**src/rtl/mbist_seq_pkg.sv**
```systemverilog
package mbist_seq_pkg;

   localparam int CMD_W  = 12;
   localparam int RSP_W  = 3;
   localparam int STAT_W = 3;

   // command word bit positions (decoded by the dispatch unit)
   localparam int C_RST   = 0;
   localparam int C_INC   = 1;
   localparam int C_SPARE = 2;
   localparam int C_INV   = 3;
   localparam int C_CKB   = 4;
   localparam int C_WR    = 5;
   localparam int C_RD    = 6;
   localparam int C_ROWF  = 7;
   localparam int C_DOWN  = 8;
   localparam int C_BMAP  = 9;
   localparam int C_GNG   = 10;
   localparam int C_STALL = 11;

   // response and status positions
   localparam int R_EXP   = 0;
   localparam int R_EMPTY = 1;
   localparam int R_FAIL  = 2;
   localparam int S_EXP   = 0;
   localparam int S_FAIL  = 1;
   localparam int S_DONE  = 2;

   localparam int NUM_ELEM = 6;

   typedef enum logic [2:0] {
      ST_IDLE,
      ST_ELEM,
      ST_OP,
      ST_DRAIN,
      ST_DONE
   } seq_state_e;

   typedef struct packed {
      logic down;
      logic two_ops;
      logic op0_rd;
      logic op0_val;
      logic op1_val;
   } march_elem_t;

   // March C- element list; op1 is always a write
   function automatic march_elem_t march_elem(input int unsigned idx);
      march_elem_t e;
      case (idx)
         0:       e = '{down: 1'b0, two_ops: 1'b0, op0_rd: 1'b0, op0_val: 1'b0, op1_val: 1'b0};
         1:       e = '{down: 1'b0, two_ops: 1'b1, op0_rd: 1'b1, op0_val: 1'b0, op1_val: 1'b1};
         2:       e = '{down: 1'b0, two_ops: 1'b1, op0_rd: 1'b1, op0_val: 1'b1, op1_val: 1'b0};
         3:       e = '{down: 1'b1, two_ops: 1'b1, op0_rd: 1'b1, op0_val: 1'b0, op1_val: 1'b1};
         4:       e = '{down: 1'b1, two_ops: 1'b1, op0_rd: 1'b1, op0_val: 1'b1, op1_val: 1'b0};
         default: e = '{down: 1'b0, two_ops: 1'b0, op0_rd: 1'b1, op0_val: 1'b0, op1_val: 1'b0};
      endcase
      return e;
   endfunction

endpackage

```
**src/rtl/mbist_cfg_reg.sv**
```systemverilog
module mbist_cfg_reg #(
   parameter int IR_W      = 16,
   parameter bit LSB_FIRST = 1'b1
) (
   input  logic            clk,
   input  logic            rst_n,
   input  logic            shift_en,
   input  logic            ser_in,
   output logic [IR_W-1:0] ir_q,
   output logic            ser_out
);

   generate
      if (LSB_FIRST) begin : g_lsb
         always_ff @(posedge clk or negedge rst_n) begin
            if (!rst_n)        ir_q <= '0;
            else if (shift_en) ir_q <= {ser_in, ir_q[IR_W-1:1]};
         end
         assign ser_out = ir_q[0];
      end else begin : g_msb
         always_ff @(posedge clk or negedge rst_n) begin
            if (!rst_n)        ir_q <= '0;
            else if (shift_en) ir_q <= {ir_q[IR_W-2:0], ser_in};
         end
         assign ser_out = ir_q[IR_W-1];
      end
   endgenerate

   AST_SHIFT_STEP: assert property (@(posedge clk) disable iff (!rst_n)
      shift_en |=> (ser_out != $past(ser_out)) || ($past(ir_q) != ir_q) || ($past(ir_q) == {IR_W{$past(ser_in)}}))
      else $error("config register did not move on shift");

   AST_HOLD_NO_SHIFT: assert property (@(posedge clk) disable iff (!rst_n)
      !shift_en |=> $stable(ir_q))
      else $error("config register changed without shift");

endmodule

```
**src/rtl/mbist_march_fsm.sv**
```systemverilog
module mbist_march_fsm
   import mbist_seq_pkg::*;
#(
   parameter int N_ELEM = NUM_ELEM
) (
   input  logic             clk,
   input  logic             rst_n,
   input  logic             bist_en,
   input  logic             run,
   input  logic             ir_shift,
   input  logic             rsp_exp,
   input  logic             rsp_empty,
   input  logic             cfg_ckb,
   input  logic             cfg_rowf,
   output logic [CMD_W-1:0] cmd_run,
   output logic             running,
   output logic             start,
   output logic             elem_end,
   output logic             set_done
);

   localparam int EW = (N_ELEM > 1) ? $clog2(N_ELEM) : 1;
   localparam logic [EW-1:0] LAST_ELEM = EW'(N_ELEM - 1);

   seq_state_e  state;
   logic [EW-1:0] elem;
   logic        op_i;
   logic        run_q;
   march_elem_t info;
   logic        last_op;
   logic        cur_rd;
   logic        cur_val;

   assign info     = march_elem(int'(elem));
   assign last_op  = info.two_ops ? op_i : 1'b1;
   assign cur_rd   = (op_i == 1'b0) ? info.op0_rd  : 1'b0;
   assign cur_val  = (op_i == 1'b0) ? info.op0_val : info.op1_val;
   assign running  = (state == ST_ELEM) || (state == ST_OP) || (state == ST_DRAIN);
   assign start    = bist_en && run && !run_q && !ir_shift &&
                     ((state == ST_IDLE) || (state == ST_DONE));
   assign elem_end = (state == ST_OP) && last_op && rsp_exp;
   assign set_done = (state == ST_DRAIN) && rsp_empty;

   always_comb begin
      cmd_run = '0;
      case (state)
         ST_ELEM: begin
            cmd_run[C_RST]  = 1'b1;
            cmd_run[C_DOWN] = info.down;
            cmd_run[C_CKB]  = cfg_ckb;
            cmd_run[C_ROWF] = cfg_rowf;
         end
         ST_OP: begin
            cmd_run[C_RD]   = cur_rd;
            cmd_run[C_WR]   = !cur_rd;
            cmd_run[C_INV]  = cur_val;
            cmd_run[C_INC]  = last_op;
            cmd_run[C_DOWN] = info.down;
            cmd_run[C_CKB]  = cfg_ckb;
            cmd_run[C_ROWF] = cfg_rowf;
         end
         ST_DRAIN: begin
            cmd_run[C_STALL] = 1'b1;
            cmd_run[C_CKB]   = cfg_ckb;
            cmd_run[C_ROWF]  = cfg_rowf;
         end
         default: cmd_run = '0;
      endcase
   end

   always_ff @(posedge clk or negedge rst_n) begin
      if (!rst_n) run_q <= 1'b0;
      else        run_q <= run;
   end

   always_ff @(posedge clk or negedge rst_n) begin
      if (!rst_n) begin
         state <= ST_IDLE;
         elem  <= '0;
         op_i  <= 1'b0;
      end else if (!bist_en) begin
         state <= ST_IDLE;
         elem  <= '0;
         op_i  <= 1'b0;
      end else begin
         case (state)
            ST_IDLE, ST_DONE: begin
               if (start) begin
                  state <= ST_ELEM;
                  elem  <= '0;
                  op_i  <= 1'b0;
               end
            end
            ST_ELEM: begin
               state <= ST_OP;
               op_i  <= 1'b0;
            end
            ST_OP: begin
               if (last_op) begin
                  op_i <= 1'b0;
                  if (rsp_exp) begin
                     if (elem == LAST_ELEM) state <= ST_DRAIN;
                     else begin
                        elem  <= elem + 1'b1;
                        state <= ST_ELEM;
                     end
                  end
               end else begin
                  op_i <= 1'b1;
               end
            end
            ST_DRAIN: if (rsp_empty) state <= ST_DONE;
            default:  state <= ST_IDLE;
         endcase
      end
   end

   AST_NEXT_ELEM_OPENS: assert property (@(posedge clk) disable iff (!rst_n)
      (bist_en && elem_end && elem != LAST_ELEM) |=> cmd_run[C_RST])
      else $error("element end not followed by reset-address");

   AST_LAST_ELEM_DRAINS: assert property (@(posedge clk) disable iff (!rst_n)
      (bist_en && elem_end && elem == LAST_ELEM) |=> cmd_run[C_STALL])
      else $error("last element not followed by stall");

endmodule

```
**src/rtl/mbist_status.sv**
```systemverilog
module mbist_status
   import mbist_seq_pkg::*;
(
   input  logic              clk,
   input  logic              rst_n,
   input  logic              bist_en,
   input  logic              start,
   input  logic              active,
   input  logic              fail_in,
   input  logic              elem_end,
   input  logic              set_done,
   input  logic              pulse_mode,
   output logic [STAT_W-1:0] status
);

   logic st_exp, st_fail, st_done;

   always_ff @(posedge clk or negedge rst_n) begin
      if (!rst_n) begin
         st_exp  <= 1'b0;
         st_fail <= 1'b0;
         st_done <= 1'b0;
      end else if (!bist_en || start) begin
         st_exp  <= 1'b0;
         st_fail <= 1'b0;
         st_done <= 1'b0;
      end else begin
         st_exp <= elem_end;
         if (active)          st_fail <= pulse_mode ? fail_in : (st_fail | fail_in);
         else if (pulse_mode) st_fail <= 1'b0;
         if (set_done)        st_done <= 1'b1;
      end
   end

   always_comb begin
      status         = '0;
      status[S_EXP]  = st_exp;
      status[S_FAIL] = st_fail;
      status[S_DONE] = st_done;
   end

   AST_PULSE_TRACKS_FAIL: assert property (@(posedge clk) disable iff (!rst_n)
      (pulse_mode && $past(pulse_mode) && st_fail) |-> $past(fail_in && active))
      else $error("pulse-mode fail without a failing compare");

   AST_STICKY_HOLDS: assert property (@(posedge clk) disable iff (!rst_n)
      (st_fail && !pulse_mode && bist_en && !start) |=> st_fail)
      else $error("sticky fail dropped");

endmodule

```
**src/rtl/mbist_sequencer.sv**
```systemverilog
module mbist_sequencer
   import mbist_seq_pkg::*;
#(
   parameter int IR_W      = 16,
   parameter int CKB_BIT   = 0,
   parameter int ROWF_BIT  = 1,
   parameter int FAIL_BIT  = 5,
   parameter bit LSB_FIRST = 1'b1
) (
   input  logic              clk,
   input  logic              rst_n,
   input  logic              bist_en,
   input  logic              ser_in,
   input  logic              ir_shift,
   input  logic              run,
   input  logic [RSP_W-1:0]  rsp,
   output logic [CMD_W-1:0]  cmd,
   output logic [STAT_W-1:0] status
);

   generate
      if (IR_W < 2)        begin : g_bad_w    $error("IR_W too small");         end
      if (FAIL_BIT >= IR_W) begin : g_bad_fail $error("FAIL_BIT outside IR_W"); end
      if (CKB_BIT >= IR_W || ROWF_BIT >= IR_W) begin : g_bad_cfg $error("config bit outside IR_W"); end
   endgenerate

   logic [IR_W-1:0]  ir_q;
   logic             ser_out;
   logic             shift_en;
   logic [CMD_W-1:0] cmd_run;
   logic             running, start, elem_end, set_done;

   assign shift_en = bist_en && ir_shift && !running;

   mbist_cfg_reg #(.IR_W(IR_W), .LSB_FIRST(LSB_FIRST)) u_cfg (
      .clk      (clk),
      .rst_n    (rst_n),
      .shift_en (shift_en),
      .ser_in   (ser_in),
      .ir_q     (ir_q),
      .ser_out  (ser_out)
   );

   mbist_march_fsm #(.N_ELEM(NUM_ELEM)) u_fsm (
      .clk       (clk),
      .rst_n     (rst_n),
      .bist_en   (bist_en),
      .run       (run),
      .ir_shift  (ir_shift),
      .rsp_exp   (rsp[R_EXP]),
      .rsp_empty (rsp[R_EMPTY]),
      .cfg_ckb   (ir_q[CKB_BIT]),
      .cfg_rowf  (ir_q[ROWF_BIT]),
      .cmd_run   (cmd_run),
      .running   (running),
      .start     (start),
      .elem_end  (elem_end),
      .set_done  (set_done)
   );

   mbist_status u_stat (
      .clk        (clk),
      .rst_n      (rst_n),
      .bist_en    (bist_en),
      .start      (start),
      .active     (running),
      .fail_in    (rsp[R_FAIL]),
      .elem_end   (elem_end),
      .set_done   (set_done),
      .pulse_mode (ir_q[FAIL_BIT]),
      .status     (status)
   );

   always_comb begin
      if (!bist_en)      cmd = '0;
      else if (shift_en) cmd = CMD_W'({ser_out, 3'b000});
      else               cmd = cmd_run;
   end

   AST_DONE_AFTER_EMPTY: assert property (@(posedge clk) disable iff (!rst_n)
      $rose(status[S_DONE]) |-> $past(cmd[C_STALL] && rsp[R_EMPTY]))
      else $error("done without drained pipeline");

   AST_EXPIRE_SOURCE: assert property (@(posedge clk) disable iff (!rst_n)
      status[S_EXP] |-> $past(cmd[C_INC] && rsp[R_EXP]))
      else $error("progress pulse without expire");

   AST_DISABLED_CLEAR: assert property (@(posedge clk) disable iff (!rst_n)
      !$past(bist_en) |-> (status == '0))
      else $error("status not cleared while disabled");

   AST_RD_WR_EXCL: assert property (@(posedge clk) disable iff (!rst_n)
      !(cmd[C_RD] && cmd[C_WR]))
      else $error("read and write together");

endmodule

```
**config.mk**
```make
export PLATFORM = sky130hd
export DESIGN_NAME = mbist_sequencer
export DESIGN_NICKNAME = d
export VERILOG_FILES = /design/src/rtl/mbist_seq_pkg.sv /design/src/rtl/mbist_cfg_reg.sv /design/src/rtl/mbist_march_fsm.sv /design/src/rtl/mbist_status.sv /design/src/rtl/mbist_sequencer.sv
export SDC_FILE = /design/constraint.sdc
export NUM_CORES = 1
export LEC_CHECK = 0
export BUFFER_PORTS_ARGS = -buffer_cell sky130_fd_sc_hd__buf_2
export CORE_MARGIN = 2
export CORE_UTILIZATION = 49
export CTS_CLUSTER_DIAMETER = 40
export CTS_CLUSTER_SIZE = 24
export DETAILED_ROUTE_END_ITERATION = 12
export GPL_TIMING_DRIVEN = 0
export PLACE_DENSITY = 0.74
export SYNTH_ARGS = -nofsm -noshare
export SYNTH_HDL_FRONTEND = slang
export SYNTH_SLANG_ARGS = --single-unit
```
**constraint.sdc**
```tcl
create_clock -name clk -period 2 [get_ports clk]
set_clock_uncertainty 0.15 [all_clocks]
set_input_delay 0.2 -clock clk [delete_from_list [all_inputs] [get_ports clk]]
set_output_delay 0.2 -clock clk [all_outputs]
set_load 0.05 [all_outputs]
```
== Yosys cells after proc, flatten, opt, wreduce, memory -nomap -nowiden ==
Cells that the tools add are included.

* Memories kept: 0
* Output and inout bits: 15
* RAM bits: 0
* Flip-flop bits (word level): 27
* Bits in read-only memories: 0
* Bits in latches: 0

* Multiply operators: 0
* Shifts and indexed selects: 0
* Div/mod/pow operators: 0
* Bitwise gates (word level): 1
* Order comparisons: 0
* Equality and inequality tests: 16
* Muxes and demuxes: 38
* Reduce and logical (&&, ||, !) cells: 28
* $add $sub $neg: 1

{| class="wikitable"
|+ Operators by type and width
! kind !! count
|-
| 3-bit two-way mux || 10
|-
| 5-bit case mux with 5 select lines || 1
|-
| 12-bit two-way mux || 2
|-
| 1-bit two-way mux || 20
|-
| 3-bit by 2-bit equality test with 1-bit output (second input constant) || 4
|-
| 3-bit case mux with 4 select lines || 1
|-
| 3-bit equality test (second input constant) || 3
|-
| 1-bit logical AND || 9
|-
| 3-bit inequality test (second input constant) || 3
|-
| 3-bit by 1-bit equality test with 1-bit output (second input constant) || 2
|-
| 3-bit logical NOT || 2
|-
| 3-bit by 2-bit inequality test with 1-bit output (second input constant) || 2
|-
| 3-bit case mux with 2 select lines || 1
|-
| 1-bit logical NOT || 5
|-
| 5-bit AND reduction || 1
|-
| 1-bit logical OR || 4
|-
| 2-bit two-way mux || 2
|-
| 4-bit by 1-bit inequality test with 1-bit output (second input constant) || 1
|-
| 4-bit AND reduction || 1
|-
| 2-bit OR reduction || 2
|-
| 3-bit by 1-bit adder with 3-bit output (second input constant) || 1
|-
| 3-bit by 1-bit inequality test with 1-bit output (second input constant) || 1
|-
| 1-bit case mux with 3 select lines || 1
|-
| 3-bit nonzero test || 1
|-
| 4 further kinds || 4
|}

== Longest topological paths before layout ==
Gate-level depths: netlist (run 1).

* Depth after elaboration: 7
* Gate-level depth with buffers: 6
* Mapped depth without buffers: 6

== Cells and area by module ==
Synthesis (run 1) repeated with hierarchy kept, for this count alone.

* Cell total of the unflattened synthesis: 153
* Area total of the unflattened synthesis: 1661.6 um2

{| class="wikitable"
|+ Modules (own cells, without submodules)
! module !! sequential area each (um2) !! cells an instance !! times used !! area an instance (um2)
|-
| mbist_march_fsm || 200.2 || 86 || 1 || 711.9
|-
| mbist_cfg_reg || 400.4 || 35 || 1 || 656.9
|-
| mbist_sequencer || 0.0 || 18 || 1 || 155.1
|-
| mbist_status || 75.1 || 14 || 1 || 137.6
|}

== Least setup slack after synthesis (run 1) ==
Ideal clock, no wire load.

* Kind: register to output
* From: register u_fsm.state[0]
* To: output cmd[3]
* Arrival: 2.013 ns
* Setup slack: -0.363 ns
* Data required time: 1.650 ns
* Stages on the path, launching flop included: 7
* Cell sequence: dfrtp_1 > buf_6 > or2_4 > a21oi_4 > buf_6 > nand2_1 > a21oi_1

* Longest elaborated chain between the ends: 7
* Elaborated cells between the ends (all ways): 10
* Those cells by class: eq/ne: 3; mux: 3; reduce/logical: 4

{| class="wikitable"
|+ RTL lines
! item !! line !! source
|-
| start: declaration || mbist_march_fsm.sv:25 || <nowiki>seq_state_e state;</nowiki>
|-
| start signal: assignment || mbist_march_fsm.sv:78 || <nowiki>state <= ST_IDLE;</nowiki>
|-
| start signal: assignment || mbist_march_fsm.sv:82 || <nowiki>state <= ST_IDLE;</nowiki>
|-
| start signal: assignment || mbist_march_fsm.sv:89 || <nowiki>state <= ST_ELEM;</nowiki>
|-
| 3-bit by 1-bit equality test with 1-bit output or 3-bit by 2-bit equality test with 1-bit output (tied branches) || mbist_march_fsm.sv:38, mbist_march_fsm.sv:46 ||
|-
| 1-bit logical OR (2 in series) || mbist_march_fsm.sv:38 || <nowiki>assign running = (state == ST_ELEM) || (state == ST_OP) || (state == ST_DRAIN);</nowiki>
|-
| 1-bit logical NOT || mbist_sequencer.sv:33 || <nowiki>assign shift_en = bist_en && ir_shift && !running;</nowiki>
|-
| 1-bit logical AND || mbist_sequencer.sv:33 ||
|-
| 12-bit two-way mux * || mbist_sequencer.sv:76 || <nowiki>else if (shift_en) cmd = CMD_W'({ser_out, 3'b000});</nowiki>
|-
| 12-bit two-way mux * || mbist_sequencer.sv:75 || <nowiki>if (!bist_en) cmd = '0;</nowiki>
|-
| end: declaration || mbist_sequencer.sv:17 || <nowiki>output logic [CMD_W-1:0] cmd,</nowiki>
|}

Every way passes the cells marked *; elsewhere a longest branch is shown, timed or not.

== Final worst setup path (run 1) ==
* From: register u_fsm.elem[1]
* To: output cmd[5]

* Longest elaborated chain between the ends: 7
* Elaborated cells between the ends (all ways): 11
* Those cells by class: eq/ne: 4; mux: 5; reduce/logical: 2

{| class="wikitable"
|+ RTL lines
! item !! line !! source
|-
| start: declaration || mbist_march_fsm.sv:26 || <nowiki>logic [EW-1:0] elem;</nowiki>
|-
| start signal: assignment || mbist_march_fsm.sv:104 || <nowiki>elem <= elem + 1'b1;</nowiki>
|-
| 3-bit equality test, or another cell as far along || mbist_seq_pkg.sv:50 || <nowiki>case (idx)</nowiki>
|-
| 5-bit case mux with 5 select lines * || mbist_seq_pkg.sv:50 ||
|-
| 1-bit two-way mux * || mbist_march_fsm.sv:36 || <nowiki>assign cur_rd = (op_i == 1'b0) ? info.op0_rd : 1'b0;</nowiki>
|-
| 1-bit logical NOT * || mbist_march_fsm.sv:55 || <nowiki>cmd_run[C_WR] = !cur_rd;</nowiki>
|-
| 2-bit two-way mux * || mbist_march_fsm.sv:46 || <nowiki>case (state)</nowiki>
|-
| 12-bit two-way mux * || mbist_sequencer.sv:76 ||
|-
| 12-bit two-way mux * || mbist_sequencer.sv:75 ||
|}

Marked as above.

==> results of run 1 <==
-- layer usage --
layer | wire, um | vias up | global-route usage
li1 | - | 541 | -
met1 | 1240 | 524 | 0.218
met2 | 1450 | 15 | 0.329
met3 | 80 | 4 | 0.0242
met4 | 43 | 0 | 0.0598
met5 | 0 | - | 0
-- kinds of logic after synthesis --
group / Yosys count / share of synthesized area
other: 1 / 0.00259
buffers and inverters: 18 / 0.0727
AO/OA/AOI/OAI: 28 / 0.140
adder cells (fa/ha/maj): 5 / 0.0433
multiplexers: 16 / 0.124
AND/OR/NAND/NOR: 38 / 0.151
flip-flops: 27 / 0.467
-- layout make-up --
cell class,count,area (um^2),share of cell area
Buffer,8,67.6,0.0359
Clock buffer,3,22.5,0.0120
Clock inverter,1,7.51,0.00398
Inverter,10,42.5,0.0226
Multi-Input combinational cell,90,757,0.402
Sequential cell,27,679,0.361
Tap cell,31,38.8,0.0206
Timing Repair Buffer,35,269,0.143
-- worst reg2reg max path, delay by kind of cell (launching register included) --
family                     cells  cell delay [ns]
buffers and inverters          2             0.26
DFF                            1             0.49
adders and majority gates      1             0.20
AOI/OAI and AO/OA              2             0.23
and+or+nand+nor                2             0.69
-- cells in the mapped netlist (all sizes together) --
cell / instances / share of area
or3: 2 / 0.012
nor4: 1 / 0.015
ha: 5 / 0.043
buf: 8 / 0.047
nand3: 1 / 0.0035
a221oi: 1 / 0.0061
conb: 1 / 0.0026
o21ai: 6 / 0.021
o22ai: 2 / 0.0086
dfrtp: 27 / 0.47
a32oi: 1 / 0.0061
or3b: 1 / 0.0061
inv: 10 / 0.026
o221ai: 2 / 0.012
o21a: 1 / 0.0052
nand2: 9 / 0.023
a41oi: 1 / 0.0061
nor3b: 2 / 0.010
nor3: 1 / 0.0035
and3: 3 / 0.013
nor2b: 2 / 0.010
nor2: 10 / 0.026
o31ai: 2 / 0.014
mux2i: 1 / 0.0069
and2: 1 / 0.0043
o21ba: 1 / 0.0069
a21o: 1 / 0.0052
o211ai: 2 / 0.010
o31a: 1 / 0.0069
a21oi: 7 / 0.032
mux2: 15 / 0.12
or2: 1 / 0.0061
nand2b: 4 / 0.017
-- power by group through the flow --
stage	Sequential, mW	Combinational [mW]	Clock (mW)
floorplan	0.747	0.300	0
global placement	0.763	0.359	0
detailed placement	0.775	0.369	0
CTS	0.765	0.413	0.249
global route	0.786	0.454	0.272
finish	0.765	0.419	0.237
-- registers in the layout, summed over array words and instances, names as in the netlist --
| name | count |
|---|---|
| u_fsm.run_q | 1 |
| u_fsm.state | 3 |
| u_fsm.elem | 3 |
| u_fsm.op_i | 1 |
| u_cfg.ir_q | 16 |
| u_stat.st_exp | 1 |
| u_stat.st_fail | 1 |
| u_stat.st_done | 1 |
-- through the flow --
step                      hold WS [ns]  cell area, um^2  instances
after floorplan                 -0.246             1460        135
final                           0.0720             1880        205
after detailed placement        0.0860             1600        186
after global routing            0.0574             1880        205
after CTS                       0.0471             1850        204
after global placement          0.0780             1600        186
-- timing repair --
action,in CTS,in global routing
pin swaps,8,2
buffers inserted,9,1
hold endpoints to repair,31,0
hold buffers,5,0
resized for setup,28,11
setup endpoints to repair,8,12
cloned,0,0
-- worst max-delay path by stage --
stage | startpoint | end | slack [ns] | depth (start not counted)
finish | u_fsm.elem[1]$_DFFE_PN0P_ | cmd[5] | -0.12 | 6
global placement | u_fsm.state[1]$_DFFE_PN0P_ | cmd[3] | -0.1 | 6
global route | u_fsm.elem[0]$_DFFE_PN0P_ | cmd[1] | -0.22 | 6
CTS | u_fsm.elem[0]$_DFFE_PN0P_ | cmd[6] | -0.13 | 6
detailed placement | u_fsm.state[1]$_DFFE_PN0P_ | cmd[3] | -0.10 | 6
floorplan | u_fsm.state[0]$_DFFE_PN0P_ | cmd[3] | -0.07 | 6
==> flow_metrics.env, run 1 <==
export IMPL_status="finished with violations"
export IMPL_violations="negative setup slack"
export IMPL_utilization=0.677
export IMPL_crit_slowest_cell="dfrtp_2"
export IMPL_tns_ns=-0.730
export IMPL_cp_data_required_time_ns=1.65
export IMPL_synth_seq_cells=27
export IMPL_power_density_nw_per_um2=754
export IMPL_max_stage_delay_ns=0.49
export IMPL_first_iter_violations=22
export IMPL_clk_pin_slew_ns=0.15
export IMPL_worstPathCellList="inv_4, ha_2, nor4_4, a21oi_2, nor2_2, buf_6"
export IMPL_tritoncts="built"
export IMPL_grtUsageTotal=0.180
export IMPL_drive_above_1_share=0.443
export IMPL_crit_buf_inv=2
export IMPL_crit_fanout=3
export IMPL_switching_power_mw=0.451
export IMPL_clock_sinks=27
export IMPL_rows=19
export IMPL_hpwl_mm=1.98
export IMPL_mostFrequentLayoutCell="dfrtp_1"
export IMPL_internal_power_mw=0.970
export IMPL_min_period_ns=2.12
export IMPL_hold_viol=0
export IMPL_worstHoldStart="bist_en"
export IMPL_die_w_um=58.3
export IMPL_holdCritPathClass="in -> reg"
export IMPL_port_buffers=20
export IMPL_antenna_found_initial=0
export IMPL_core_area_um2=2780
export IMPL_grt_pass1_vias=1105
export IMPL_die_area_um2=3400
export IMPL_finalPower_mw=1.42
export IMPL_clkPwrFrac=0.167
export IMPL_synth_avg_cell_area_um2=10.9
export IMPL_r2r_end="u_fsm.elem[2]$_DFFE_PN0P_"
export IMPL_seq_power_share=0.538
export IMPL_final_period_utilization=1.06
export IMPL_critPathKind="reg -> out"
export IMPL_drv_slew=0
export IMPL_grt_pass1_wl_mm=4.76
export IMPL_reg2regPathDepth=7
export IMPL_drv_cap=0
export IMPL_die_h_um=58.3
export IMPL_fill_cells=204
export IMPL_grt_overflow=0
export IMPL_worst_pin_slew_ns=0.582
export IMPL_routed_wl_mm=2.81
export IMPL_yosysSeqAreaShare=0.467
export IMPL_place_congestion=0.849
export IMPL_area_growth_pct=30.3
export IMPL_leakage_nw=0.849
export IMPL_via_per_inst=5.29
export IMPL_place_ws_ns=-0.105
export IMPL_cp_top_family="flip-flops"
export IMPL_fin_ws_ns=-0.123
export IMPL_endpoint_kind="primary output"
export IMPL_num_vias=1084
export IMPL_final_cell_mix="dfrtp_1 (24), buf_4 (16), buf_2 (13), buf_6 (9)"
export IMPL_rsz0062_at_grt="yes"
export IMPL_diodes=0
export IMPL_startpoint_type="flip-flop"
export IMPL_vdd_ir_drop_max_mv=0.610
export IMPL_antenna_left=0
export IMPL_cts_max_level=1
export IMPL_hold_path_end="u_fsm.state[0]$_DFFE_PN0P_"
export IMPL_drc_errors=0
export IMPL_post_drt_wl_per_cell_um=13.7
export IMPL_syn_inst=133
export IMPL_start_util=0.520
export IMPL_clock_latency_ns=0.32
export IMPL_yosysUniqueCellTypes=39
export IMPL_cts_buffers=3
export IMPL_drtPass1Iterations=4
export IMPL_finalSetupViolCount=8
export IMPL_netlist_area_um2=1450
export IMPL_r2r_start="u_fsm.elem[1]$_DFFE_PN0P_"
export IMPL_ctsLongestPathBuffers=2
export IMPL_holdPathStages=3
export IMPL_max_freq_ghz=0.471
export IMPL_slew_headroom=0.612
export IMPL_rrSetupSlack_ns=-0.07
export IMPL_clock_root_buffer="clkbuf_4"
export IMPL_ios=24
export IMPL_num_nets_final=189
export IMPL_pwr_share_comb=0.295
export IMPL_grt_start_max_net_pins=28
export IMPL_yosysWarnings=0
export IMPL_cp_data_arrival_time_ns=1.77
export IMPL_switching_share=0.318
Power figures use the tool's default switching activity.
==> run 2, diff against run 1 <==
--- a/config.mk
+++ b/config.mk
@@ -12,7 +12,9 @@
 export CTS_CLUSTER_SIZE = 24
 export DETAILED_ROUTE_END_ITERATION = 12
 export GPL_TIMING_DRIVEN = 0
-export PLACE_DENSITY = 0.74
+export HOLD_SLACK_MARGIN = 0.12
+export PLACE_DENSITY = 0.73
 export SYNTH_ARGS = -nofsm -noshare
 export SYNTH_HDL_FRONTEND = slang
+export SYNTH_HIERARCHICAL = 1
 export SYNTH_SLANG_ARGS = --single-unit
==> flow_metrics.env, run 2 <==
export IMPL_status="finished with violations"
export IMPL_violations="negative setup slack"
export IMPL_grt_pass1_wl_mm=6.30
export IMPL_utilization=0.699
export IMPL_diodes=0
export IMPL_synthTopCellsByCount="dfrtp_1 (27), nor2_1 (13), mux2_4 (10), nand2_1 (10)"
export IMPL_tritoncts="built"
export IMPL_startpoint_type="flip-flop"
export IMPL_finalSetupViolCount=29
export IMPL_ctsLongestPathBuffers=2
export IMPL_synth_avg_cell_area_um2=10.9
export IMPL_mostFrequentLayoutCell="dfrtp_1"
export IMPL_clock_latency_ns=0.33
export IMPL_core_area_um2=3280
export IMPL_synth_most_common_cell="dfrtp_1"
export IMPL_syn_inst=153
export IMPL_yosysWarnings=6
export IMPL_max_freq_ghz=0.425
export IMPL_antenna_left=0
export IMPL_place_congestion=0.804
export IMPL_ios=24
export IMPL_area_growth_pct=38.1
export IMPL_clock_sinks=27
export IMPL_first_iter_violations=77
export IMPL_busiest_layer="met2"
export IMPL_holdCritPathClass="in -> async"
export IMPL_num_nets_final=219
export IMPL_synth_top_area_share=0.407
export IMPL_yosysSeqAreaShare=0.407
export IMPL_fin_ws_ns=-0.351
export IMPL_cts_max_level=1
export IMPL_dominantRegCellSynth="dfrtp_1"
export IMPL_min_period_ns=2.35
export IMPL_routed_wl_mm=3.75
export IMPL_drtPass1Iterations=4
export IMPL_finish_instance_area_um2=2290
export IMPL_grt_pass1_vias=1421
export IMPL_start_util=0.506
export IMPL_hpwl_mm=2.50
export IMPL_placed_area_um2=1860
export IMPL_post_drt_wl_per_cell_um=15.0
export IMPL_clk_pin_slew_ns=0.15
export IMPL_critPathKind="reg -> out"
export IMPL_met1_usage=0.235
export IMPL_grt_overflow=0
export IMPL_die_w_um=62.2
export IMPL_die_h_um=62.2
export IMPL_hold_viol=0
export IMPL_num_vias=1334
export IMPL_final_period_utilization=1.18
export IMPL_rows=21
export IMPL_clock_root_buffer="clkbuf_4"
export IMPL_yosysUniqueCellTypes=46
export IMPL_finalPower_mw=1.66
export IMPL_final_cell_mix="dfrtp_1 (25), buf_4 (20), buf_2 (13), buf_6 (12), nor2_1 (11)"
export IMPL_endpoint_kind="primary output"
export IMPL_met3_usage=0.0380
export IMPL_largest_register_ffs=16
export IMPL_drive_above_1_share=0.500
export IMPL_drv_cap=0
export IMPL_worst_pin_slew_ns=0.601
export IMPL_grtUsageTotal=0.200
export IMPL_via_per_inst=5.34
export IMPL_netlist_area_um2=1660
export IMPL_reg_top3="u_cfg/ir_q (16), u_fsm/elem (3), u_fsm/state (3)"
export IMPL_fill_cells=251
export IMPL_async_reset_ff_frac=1.00
export IMPL_synth_seq_cells=27
export IMPL_synthTopCellsByArea="dfrtp_1 (41%), mux2_4 (9.0%), and3b_1 (4.7%)"
export IMPL_antenna_found_initial=0
export IMPL_synth_edf_count=0
export IMPL_slew_headroom=0.599
export IMPL_grt_start_max_net_pins=28
export IMPL_drv_slew=0
export IMPL_cp_data_required_time_ns=1.65
export IMPL_drc_errors=0
export IMPL_regMostFlops="u_cfg/ir_q"
export IMPL_port_buffers=20
export IMPL_leakage_nw=1.07
export IMPL_cp_data_arrival_time_ns=2.00
export IMPL_vdd_ir_drop_max_mv=0.832
export IMPL_yosys_area_top_type="dfrtp_1"
export IMPL_power_density_nw_per_um2=723
export IMPL_cts_buffers=3
export IMPL_die_area_um2=3870
export IMPL_grtUsageMet2=0.374
export IMPL_crit_fanout=10
export IMPL_rsz0062_at_grt="yes"
run 2: cell types whose count changed in the layout (fill, tap and decap cells not counted), moves of 4 or more:
cell / delta
and2_1: +4
mux2_4: +10
mux2_1: -7
a21oi_1: +4
buf_4: +4
inv_1: -6
and3b_1: +9
run 2: final cells by class:
type                       count  area [um^2]  share of cell area
inverter                       5         18.8             0.00818
buffer                        14          133              0.0578
timing repair buffer          45          413               0.180
clock buffer                   3         22.5             0.00981
tap                           46         57.6              0.0251
multi-input combinational    109          965               0.420
sequential                    27          678               0.296
clock inverter                 1         7.51             0.00327
run 2: path summary, 6_finish.rpt:
path | start | end | slack, ns | cells after the start
max | u_fsm/state[2]$_DFFE_PN0P_ | cmd[3] | -0.35 | 6
min | rst_n | u_fsm/state[2]$_DFFE_PN0P_ | 0.24 | 2
max reg2reg | u_fsm/state[1]$_DFFE_PN0P_ | u_cfg/ir_q[6]$_DFFE_PN0P_ | -0.23 | 11
min reg2reg | u_cfg/ir_q[4]$_DFFE_PN0P_ | u_cfg/ir_q[4]$_DFFE_PN0P_ | 0.38 | 1
max in group asynchronous | rst_n | u_fsm/elem[1]$_DFFE_PN0P_ | 1.05 | 2
min in group clk | ir_shift | u_fsm/elem[1]$_DFFE_PN0P_ | 0.29 | 5
run 2: logic make-up (layout without fill, tap and decap cells):
group,count (synthesis),count (layout),share of synthesized area
other,1,3,0.00226
multiplexers,17,17,0.137
AO/OA/AOI/OAI,26,26,0.107
flip-flops,27,27,0.407
adder cells (fa/ha/maj),5,5,0.0377
AND/OR/NAND/NOR,58,58,0.230
buffers and inverters,19,68,0.0791
run 2: worst max-delay path, cell delays in order, from the launching register on:
cell	delay (ns)
dfrtp_1	0.39
buf_2	0.18
or3b_4	0.44
a221oi_2	0.20
nand2_1	0.13
mux2i_4	0.15
buf_6	0.18
run 2: routing by layer:
metal | share of wire | routed length (um) | vias to the layer above
li1 | - | - | 629
met1 | 0.41 | 1520 | 656
met2 | 0.55 | 2040 | 40
met3 | 0.037 | 137 | 9
met4 | 0.013 | 47 | 0
met5 | 0 | 0 | -
run 2: timing repair:
| action | 4_1_cts | 5_1_grt |
|---|---|---|
| resized for setup | 40 | 8 |
| setup buffers | 13 | 4 |
| setup endpoints to repair | 28 | 29 |
| cloned | 2 | 0 |
| hold buffers | 7 | 0 |
| pin swaps | 7 | 5 |
| endpoints found under the hold margin | 36 | 0 |
run 2: through the flow:
step           hold WS, ns  worst slack [ns]  std cells  setup TNS [ns]
3_3_place_gp        0.0795            -0.145        221           -1.53
3_5_place_dp        0.0851            -0.197        221           -2.32
5_1_grt              0.269            -0.415        250           -7.49
4_1_cts              0.252            -0.348        247           -3.77
2_1_floorplan       -0.246            0.0245        155               0
6_report             0.236            -0.351        250           -5.07
run 2: power by group:
group          switching [mW]  leakage (nW)  internal, mW  total (mW)
registers              0.0823         0.352         0.678       0.760
clock network           0.166        0.0139        0.0765       0.243
logic                   0.274         0.708         0.382       0.656
